$ cat src/rtl/crc_pkg.sv
// Shared types for the bit-serial CRC unit.
// Assumes: one frame at a time; phases advance only forward until a clear.
package crc_pkg;
    typedef enum logic [1:0] {
        PH_DATA = 2'd0,
        PH_FCS  = 2'd1,
        PH_DONE = 2'd2
    } crc_phase_t;
endpackage

$ cat src/rtl/crc_shift_div.sv
// Remainder register of the serial divider. Shifts left by one when
// shift_i is high. With fb_en_i high, it folds (msb ^ din) into the stages
// whose divisor bit is set. With fb_en_i low, it only shifts zeros in.
// Assumes: POLY holds the divisor without its leading x^W term.
module crc_shift_div #(
    parameter int          W    = 5,
    parameter logic [W-1:0] POLY = 5'b10101
) (
    input  logic         clk,
    input  logic         rst_n,
    input  logic         clr_i,
    input  logic         shift_i,
    input  logic         fb_en_i,
    input  logic         din_i,
    output logic [W-1:0] rem_q,
    output logic [W-1:0] rem_nxt
);
    logic fb;

    // Feedback bit: top stage combined with the incoming bit, gated by phase
    always_comb fb = fb_en_i ? (rem_q[W-1] ^ din_i) : 1'b0;

    // One XOR per divisor term, chained into the next-state vector
    for (genvar i = 0; i < W; i++) begin : g_stage
        if (i == 0) begin : g_lsb
            assign rem_nxt[i] = fb & POLY[i];
        end else begin : g_upper
            assign rem_nxt[i] = rem_q[i-1] ^ (fb & POLY[i]);
        end
    end

    // Remainder register update
    always_ff @(posedge clk) begin
        if (!rst_n || clr_i)
            rem_q <= '0;
        else if (shift_i)
            rem_q <= rem_nxt;
    end

    assert_hold_when_idle_R8: assert property (@(posedge clk) disable iff (!rst_n)
        (!clr_i && !shift_i) |=> $stable(rem_q));
    assert_clear_empties_R7: assert property (@(posedge clk) disable iff (!rst_n)
        clr_i |=> (rem_q == '0));
endmodule

$ cat src/rtl/crc_ctrl.sv
// Frame sequencer. Latches the mode at clear and walks the phases
// data -> check bits -> done in encode mode, or data -> done in verify mode.
// It holds the done and pass flags until the next clear.
// Assumes: last_i is honoured only together with bit_vld_i.
module crc_ctrl
    import crc_pkg::*;
#(
    parameter int W = 5
) (
    input  logic       clk,
    input  logic       rst_n,
    input  logic       clr_i,
    input  logic       mode_i,
    input  logic       bit_vld_i,
    input  logic       last_i,
    input  logic       rem_zero_nxt_i,
    output crc_phase_t phase_o,
    output logic       verify_o,
    output logic       shift_o,
    output logic       fb_en_o,
    output logic       done_o,
    output logic       pass_o
);
    localparam int CNT_W = $clog2(W) + 1;

    logic [CNT_W-1:0] cnt;

    // Divider control from the current phase
    always_comb begin
        shift_o = ((phase_o == PH_DATA) && bit_vld_i) || (phase_o == PH_FCS);
        fb_en_o = (phase_o == PH_DATA);
    end

    // Phase, check-bit counter, latched mode and result flags
    always_ff @(posedge clk) begin
        if (!rst_n) begin
            phase_o  <= PH_DATA;
            cnt      <= '0;
            verify_o <= 1'b0;
            done_o   <= 1'b0;
            pass_o   <= 1'b0;
        end else if (clr_i) begin
            phase_o  <= PH_DATA;
            cnt      <= '0;
            verify_o <= mode_i;
            done_o   <= 1'b0;
            pass_o   <= 1'b0;
        end else begin
            case (phase_o)
                PH_DATA: if (bit_vld_i && last_i) begin
                    if (verify_o) begin
                        phase_o <= PH_DONE;
                        done_o  <= 1'b1;
                        pass_o  <= rem_zero_nxt_i;
                    end else begin
                        phase_o <= PH_FCS;
                        cnt     <= '0;
                    end
                end
                PH_FCS: if (cnt == CNT_W'(W - 1)) begin
                    phase_o <= PH_DONE;
                    done_o  <= 1'b1;
                end else begin
                    cnt <= cnt + 1'b1;
                end
                default: ;
            endcase
        end
    end

    assert_done_sticky_R9: assert property (@(posedge clk) disable iff (!rst_n)
        (done_o && !clr_i) |=> done_o);
    assert_pass_stable_R9: assert property (@(posedge clk) disable iff (!rst_n)
        (done_o && !clr_i) |=> $stable(pass_o));
    assert_pass_needs_done_R5: assert property (@(posedge clk) disable iff (!rst_n)
        pass_o |-> done_o);
    assert_fcs_count_bound_R4: assert property (@(posedge clk) disable iff (!rst_n)
        cnt < CNT_W'(W));
endmodule

$ cat src/rtl/crc_serial_unit.sv
// Bit-serial CRC encoder / frame checker top level. It joins the divider
// with the sequencer and registers the serial output: message bits pass
// through during the data phase, and the top register stage is emitted
// during the check-bit phase.
// Assumes: a clear pulse precedes every frame.
module crc_serial_unit
    import crc_pkg::*;
#(
    parameter int           W    = 5,
    parameter logic [W-1:0] POLY = 5'b10101
) (
    input  logic clk,
    input  logic rst_n,
    input  logic clear_i,
    input  logic mode_i,
    input  logic bit_i,
    input  logic bit_vld_i,
    input  logic last_i,
    output logic ser_o,
    output logic ser_vld_o,
    output logic done_o,
    output logic pass_o
);
    crc_phase_t   phase;
    logic         verify;
    logic         shift;
    logic         fb_en;
    logic [W-1:0] rem_q;
    logic [W-1:0] rem_nxt;
    logic         rem_zero_nxt;

    // Zero-remainder test on the value the register is about to take
    always_comb rem_zero_nxt = (rem_nxt == '0);

    crc_shift_div #(.W(W), .POLY(POLY)) i_div (
        .clk     (clk),
        .rst_n   (rst_n),
        .clr_i   (clear_i),
        .shift_i (shift),
        .fb_en_i (fb_en),
        .din_i   (bit_i),
        .rem_q   (rem_q),
        .rem_nxt (rem_nxt)
    );

    crc_ctrl #(.W(W)) i_ctrl (
        .clk            (clk),
        .rst_n          (rst_n),
        .clr_i          (clear_i),
        .mode_i         (mode_i),
        .bit_vld_i      (bit_vld_i),
        .last_i         (last_i),
        .rem_zero_nxt_i (rem_zero_nxt),
        .phase_o        (phase),
        .verify_o       (verify),
        .shift_o        (shift),
        .fb_en_o        (fb_en),
        .done_o         (done_o),
        .pass_o         (pass_o)
    );

    // Serial output register: pass-through in data phase, check bits after
    always_ff @(posedge clk) begin
        if (!rst_n || clear_i) begin
            ser_o     <= 1'b0;
            ser_vld_o <= 1'b0;
        end else if (!verify && phase == PH_DATA && bit_vld_i) begin
            ser_o     <= bit_i;
            ser_vld_o <= 1'b1;
        end else if (phase == PH_FCS) begin
            ser_o     <= rem_q[W-1];
            ser_vld_o <= 1'b1;
        end else begin
            ser_o     <= 1'b0;
            ser_vld_o <= 1'b0;
        end
    end

    assert_ser_follows_input_R2: assert property (@(posedge clk) disable iff (!rst_n)
        (!clear_i && !verify && phase == PH_DATA && bit_vld_i)
        |=> (ser_vld_o && ser_o == $past(bit_i)));
    assert_no_output_in_verify_R5: assert property (@(posedge clk) disable iff (!rst_n)
        (verify && !clear_i) |=> !ser_vld_o);
    assert_quiet_after_done_R4: assert property (@(posedge clk) disable iff (!rst_n)
        (phase == PH_DONE && !clear_i) |=> !ser_vld_o);
endmodule

$ cat config.mk
export PLATFORM = sky130hd
export DESIGN_NAME = crc_serial_unit
export DESIGN_NICKNAME = d
export VERILOG_FILES = /design/src/rtl/crc_pkg.sv /design/src/rtl/crc_shift_div.sv /design/src/rtl/crc_ctrl.sv /design/src/rtl/crc_serial_unit.sv
export SDC_FILE = /design/constraint.sdc
export NUM_CORES = 1
export LEC_CHECK = 0
export BUFFER_PORTS_ARGS = -buffer_cell sky130_fd_sc_hd__buf_2
export CAP_MARGIN = 20
export CORE_MARGIN = 5
export CORE_UTILIZATION = 53
export CTS_CLUSTER_SIZE = 24
export DETAILED_ROUTE_END_ITERATION = 10
export GPL_ROUTABILITY_DRIVEN = 1
export GPL_TIMING_DRIVEN = 0
export PLACE_DENSITY = 0.81
export SLEW_MARGIN = 25
export SYNTH_ARGS = -nofsm -noshare
export SYNTH_HDL_FRONTEND = slang
export SYNTH_SLANG_ARGS = --single-unit
$ cat constraint.sdc
create_clock -name clk -period 1.8 [get_ports clk]
set_input_delay 0.09 -clock clk [delete_from_list [all_inputs] [get_ports clk]]
set_output_delay 0.09 -clock clk [all_outputs]
set_load 0.03 [all_outputs]
==> impl_metrics.env <==
export IMPL_hpwl_microns=1170
export IMPL_grt_use_total=0.141
export IMPL_grt_pass1_wl_microns=2680
export IMPL_yosysWarningCount=0
export IMPL_core_area_sq_mm=0.00145
export IMPL_internal_power_uw=517
export IMPL_seq_area_frac_synth=0.406
export IMPL_worst_slack_ps=164
export IMPL_drive_gt1_frac=0.250
export IMPL_arrival_ps=1880
export IMPL_utilization=0.615
export IMPL_post_route_min_period_ps=1640
export IMPL_period_share=0.909
export IMPL_drt_iter0_markers=12
export IMPL_timing_hold_ws_ps=28.5
export IMPL_dpl_worst_slack_ps=213
export IMPL_fin_cells=116
export IMPL_hold_viol_final=0
export IMPL_crit_chain="inv_1 > ha_1 > and3b_1 > or4_4 > a21oi_2"
export IMPL_powerDensity_mw_per_mm2=769
export IMPL_fin_nets=110
export IMPL_dpl_cell_area_sq_um=858
export IMPL_grt_max_degree=11
export IMPL_tightest_slew_ps=447
export IMPL_cts_resized_gates=0
export IMPL_synth_top_cell_by_area="dfxtp_1"
export IMPL_seqCellArea_sq_um=320
export IMPL_cts_root_buf="clkbuf_4"
export IMPL_gp_congestion=0.735
export IMPL_dr_pass1_iters=4
export IMPL_placed_cells=112
export IMPL_multi_input_area_sq_um=430
export IMPL_seqPwrFrac=0.536
export IMPL_detail_route_wl_per_cell_microns=13.8
export IMPL_hold_path_endpoint="i_ctrl.verify_o$_SDFFE_PN0P_"
export IMPL_vias=677
export IMPL_clk_path_buf_depth=2
export IMPL_overflow=0
export IMPL_endpoint_kind="flop"
export IMPL_synth_edf_count=0
export IMPL_cts_setup_buffers=0
export IMPL_relSlewSlack=0.699
export IMPL_clkTransAtPathRegs_ps=100
export IMPL_p_clk_frac=0.357
export IMPL_async_reset_ff_frac=0
export IMPL_ant_nets=0
export IMPL_dieArea_sq_mm=0.00236
export IMPL_die_x_microns=48.6
export IMPL_synth_seq_cells=16
export IMPL_wl_microns=1600
export IMPL_cp_slowest_cell="or4_4"
export IMPL_synth_area_leaders="dfxtp_1 (41%), a21oi_1 (3.8%), nand2_1 (3.3%)"
export IMPL_io_buffers=10
export IMPL_worstPathRequired_ps=2040
export IMPL_netSwitchingFraction=0.249
export IMPL_cts_tree="yes"
export IMPL_path_max_fanout=6
export IMPL_stdcell_area_sq_um=895
export IMPL_synth_commonest_cells="dfxtp_1 (16), nand2_1 (7), a21oi_1 (6)"
export IMPL_synth_top_area_frac=0.406
export IMPL_p_switching_uw=171
export IMPL_via_per_inst=5.84
export IMPL_fin_setup_tns_ps=0
export IMPL_ir_worst_vdd_mv=0.460
export IMPL_min_from="rst_n"
export IMPL_grt_setup_unrepaired="no"
export IMPL_hold_path_class="in2reg"
export IMPL_nFillCells=132
export IMPL_drcViolationCount=0
export IMPL_antenna_found_initial=0
export IMPL_worstRegToRegCells=5
export IMPL_grt_pass1_vias=619
export IMPL_synth_area_sq_um=788
export IMPL_antenna_cells=0
export IMPL_min_path_cells=2
export IMPL_reg2reg_setup_slack_ps=160
export IMPL_ctsHoldBuffers=0
export IMPL_fmax_ghz=0.611
export IMPL_syn_area_per_cell_sq_um=9.17
export IMPL_r2r_end="i_ctrl.cnt[3]$_SDFFE_PP0P_"
export IMPL_combPwrFrac=0.108
export IMPL_syn_nets=95
export IMPL_dieHeight_microns=48.6
export IMPL_maxCapViolCount=0
export IMPL_clk_latency_ps=300
export IMPL_postSynthCellCount=86
export IMPL_cts_sink_count=16
export IMPL_r2r_start="i_ctrl.cnt[0]$_SDFFE_PP0P_"
export IMPL_synth_ff_type="dfxtp_1"
export IMPL_status="completed"
export IMPL_leakagePower_nw=0.344
export IMPL_yosysUniqueCellTypes=39
export IMPL_start_util=0.542
export IMPL_clock_skew_ps=5.52
export IMPL_ioPinCount=11
export IMPL_cts_max_level=1
export IMPL_cts_buffers=3
export IMPL_startpoint="i_ctrl.cnt[0]$_SDFFE_PP0P_"
export IMPL_start_kind="flop"
export IMPL_area_delta_synth_final_pct=13.5
export IMPL_setup_viol=0
export IMPL_max_stage_delay_ps=500
export IMPL_synthMostInstantiatedCell="dfxtp_1"
export IMPL_rows=14
export IMPL_crit_type="reg2reg"
export IMPL_drv_slew=0
export IMPL_finalPower_uw=688
-- per-layer routing --
metal  track usage  vias up  share of wire
met3        0.0307        5          0.063
met2         0.230       21           0.47
met1         0.179      309           0.45
li1              -      342              -
met4        0.0538        0          0.019
met5             0        -              0
-- worst max path at each step --
stage / slack (ps) / end
after floorplan: 350 / i_ctrl.cnt[3]$_SDFFE_PP0P_
after detailed placement: 210 / i_ctrl.cnt[3]$_SDFFE_PP0P_
after CTS: 150 / i_ctrl.cnt[3]$_SDFFE_PP0P_
final: 160 / i_ctrl.cnt[3]$_SDFFE_PP0P_
after global placement: 270 / i_ctrl.cnt[3]$_SDFFE_PP0P_
after global routing: 70 / i_ctrl.cnt[3]$_SDFFE_PP0P_
-- power groups by stage --
stage | logic, mW | registers (mW) | clock network, mW
final | 0.0740 | 0.369 | 0.245
after CTS | 0.0740 | 0.369 | 0.246
after floorplan | 0.0481 | 0.379 | 0
after detailed placement | 0.0735 | 0.377 | 0
after global placement | 0.0708 | 0.376 | 0
after global routing | 0.0820 | 0.370 | 0.269
-- layout by cell type, fill, tap and decap left out, types with 2 or more instances in the layout --
master and n:
nor2_1 2, a21oi_1 6, mux2i_1 2, nand3_1 2, and4_1 2, o21ai_0 5, clkbuf_4 3, ha_1 2
nor3_1 5, buf_2 10, nor2b_1 4, a211oi_1 2, or3_2 2, inv_1 4, nand2_1 7, dfxtp_1 16
-- logic make-up after synthesis --
family          count (synthesis)  share of synthesized area
mux                             2                     0.0254
compound gates                 23                      0.192
buf+inv                         7                     0.0476
fa+ha+maj                       2                     0.0317
xor+xnor                        1                     0.0111
simple gates                   35                      0.286
flops                          16                      0.406
-- cell type report --
class	count	share of cell area
Multi-Input combinational cell	63	0.481
Sequential cell	16	0.358
Timing Repair Buffer	10	0.0559
Clock buffer	4	0.0406
Buffer	3	0.0252
Tap cell	16	0.0224
Inverter	4	0.0168
-- critical path, delay by kind of cell (launching register included) --
family | cells | cell delay (ps)
AND/OR/NAND/NOR | 2 | 740
buffers and inverters | 1 | 90
AO/OA/AOI/OAI | 1 | 130
flip-flops | 1 | 410
adder cells (fa/ha/maj) | 1 | 210
-- flip-flops by register name (all words and copies together), names as in the netlist --
register and count:
i_ctrl.cnt 4, ser_vld_o 1, i_ctrl.phase_o 2, ser_o 1
i_ctrl.verify_o 1, i_ctrl.done_o 1, i_div.rem_q 5, i_ctrl.pass_o 1
Note: power is estimated with default switching activity, not from simulation.
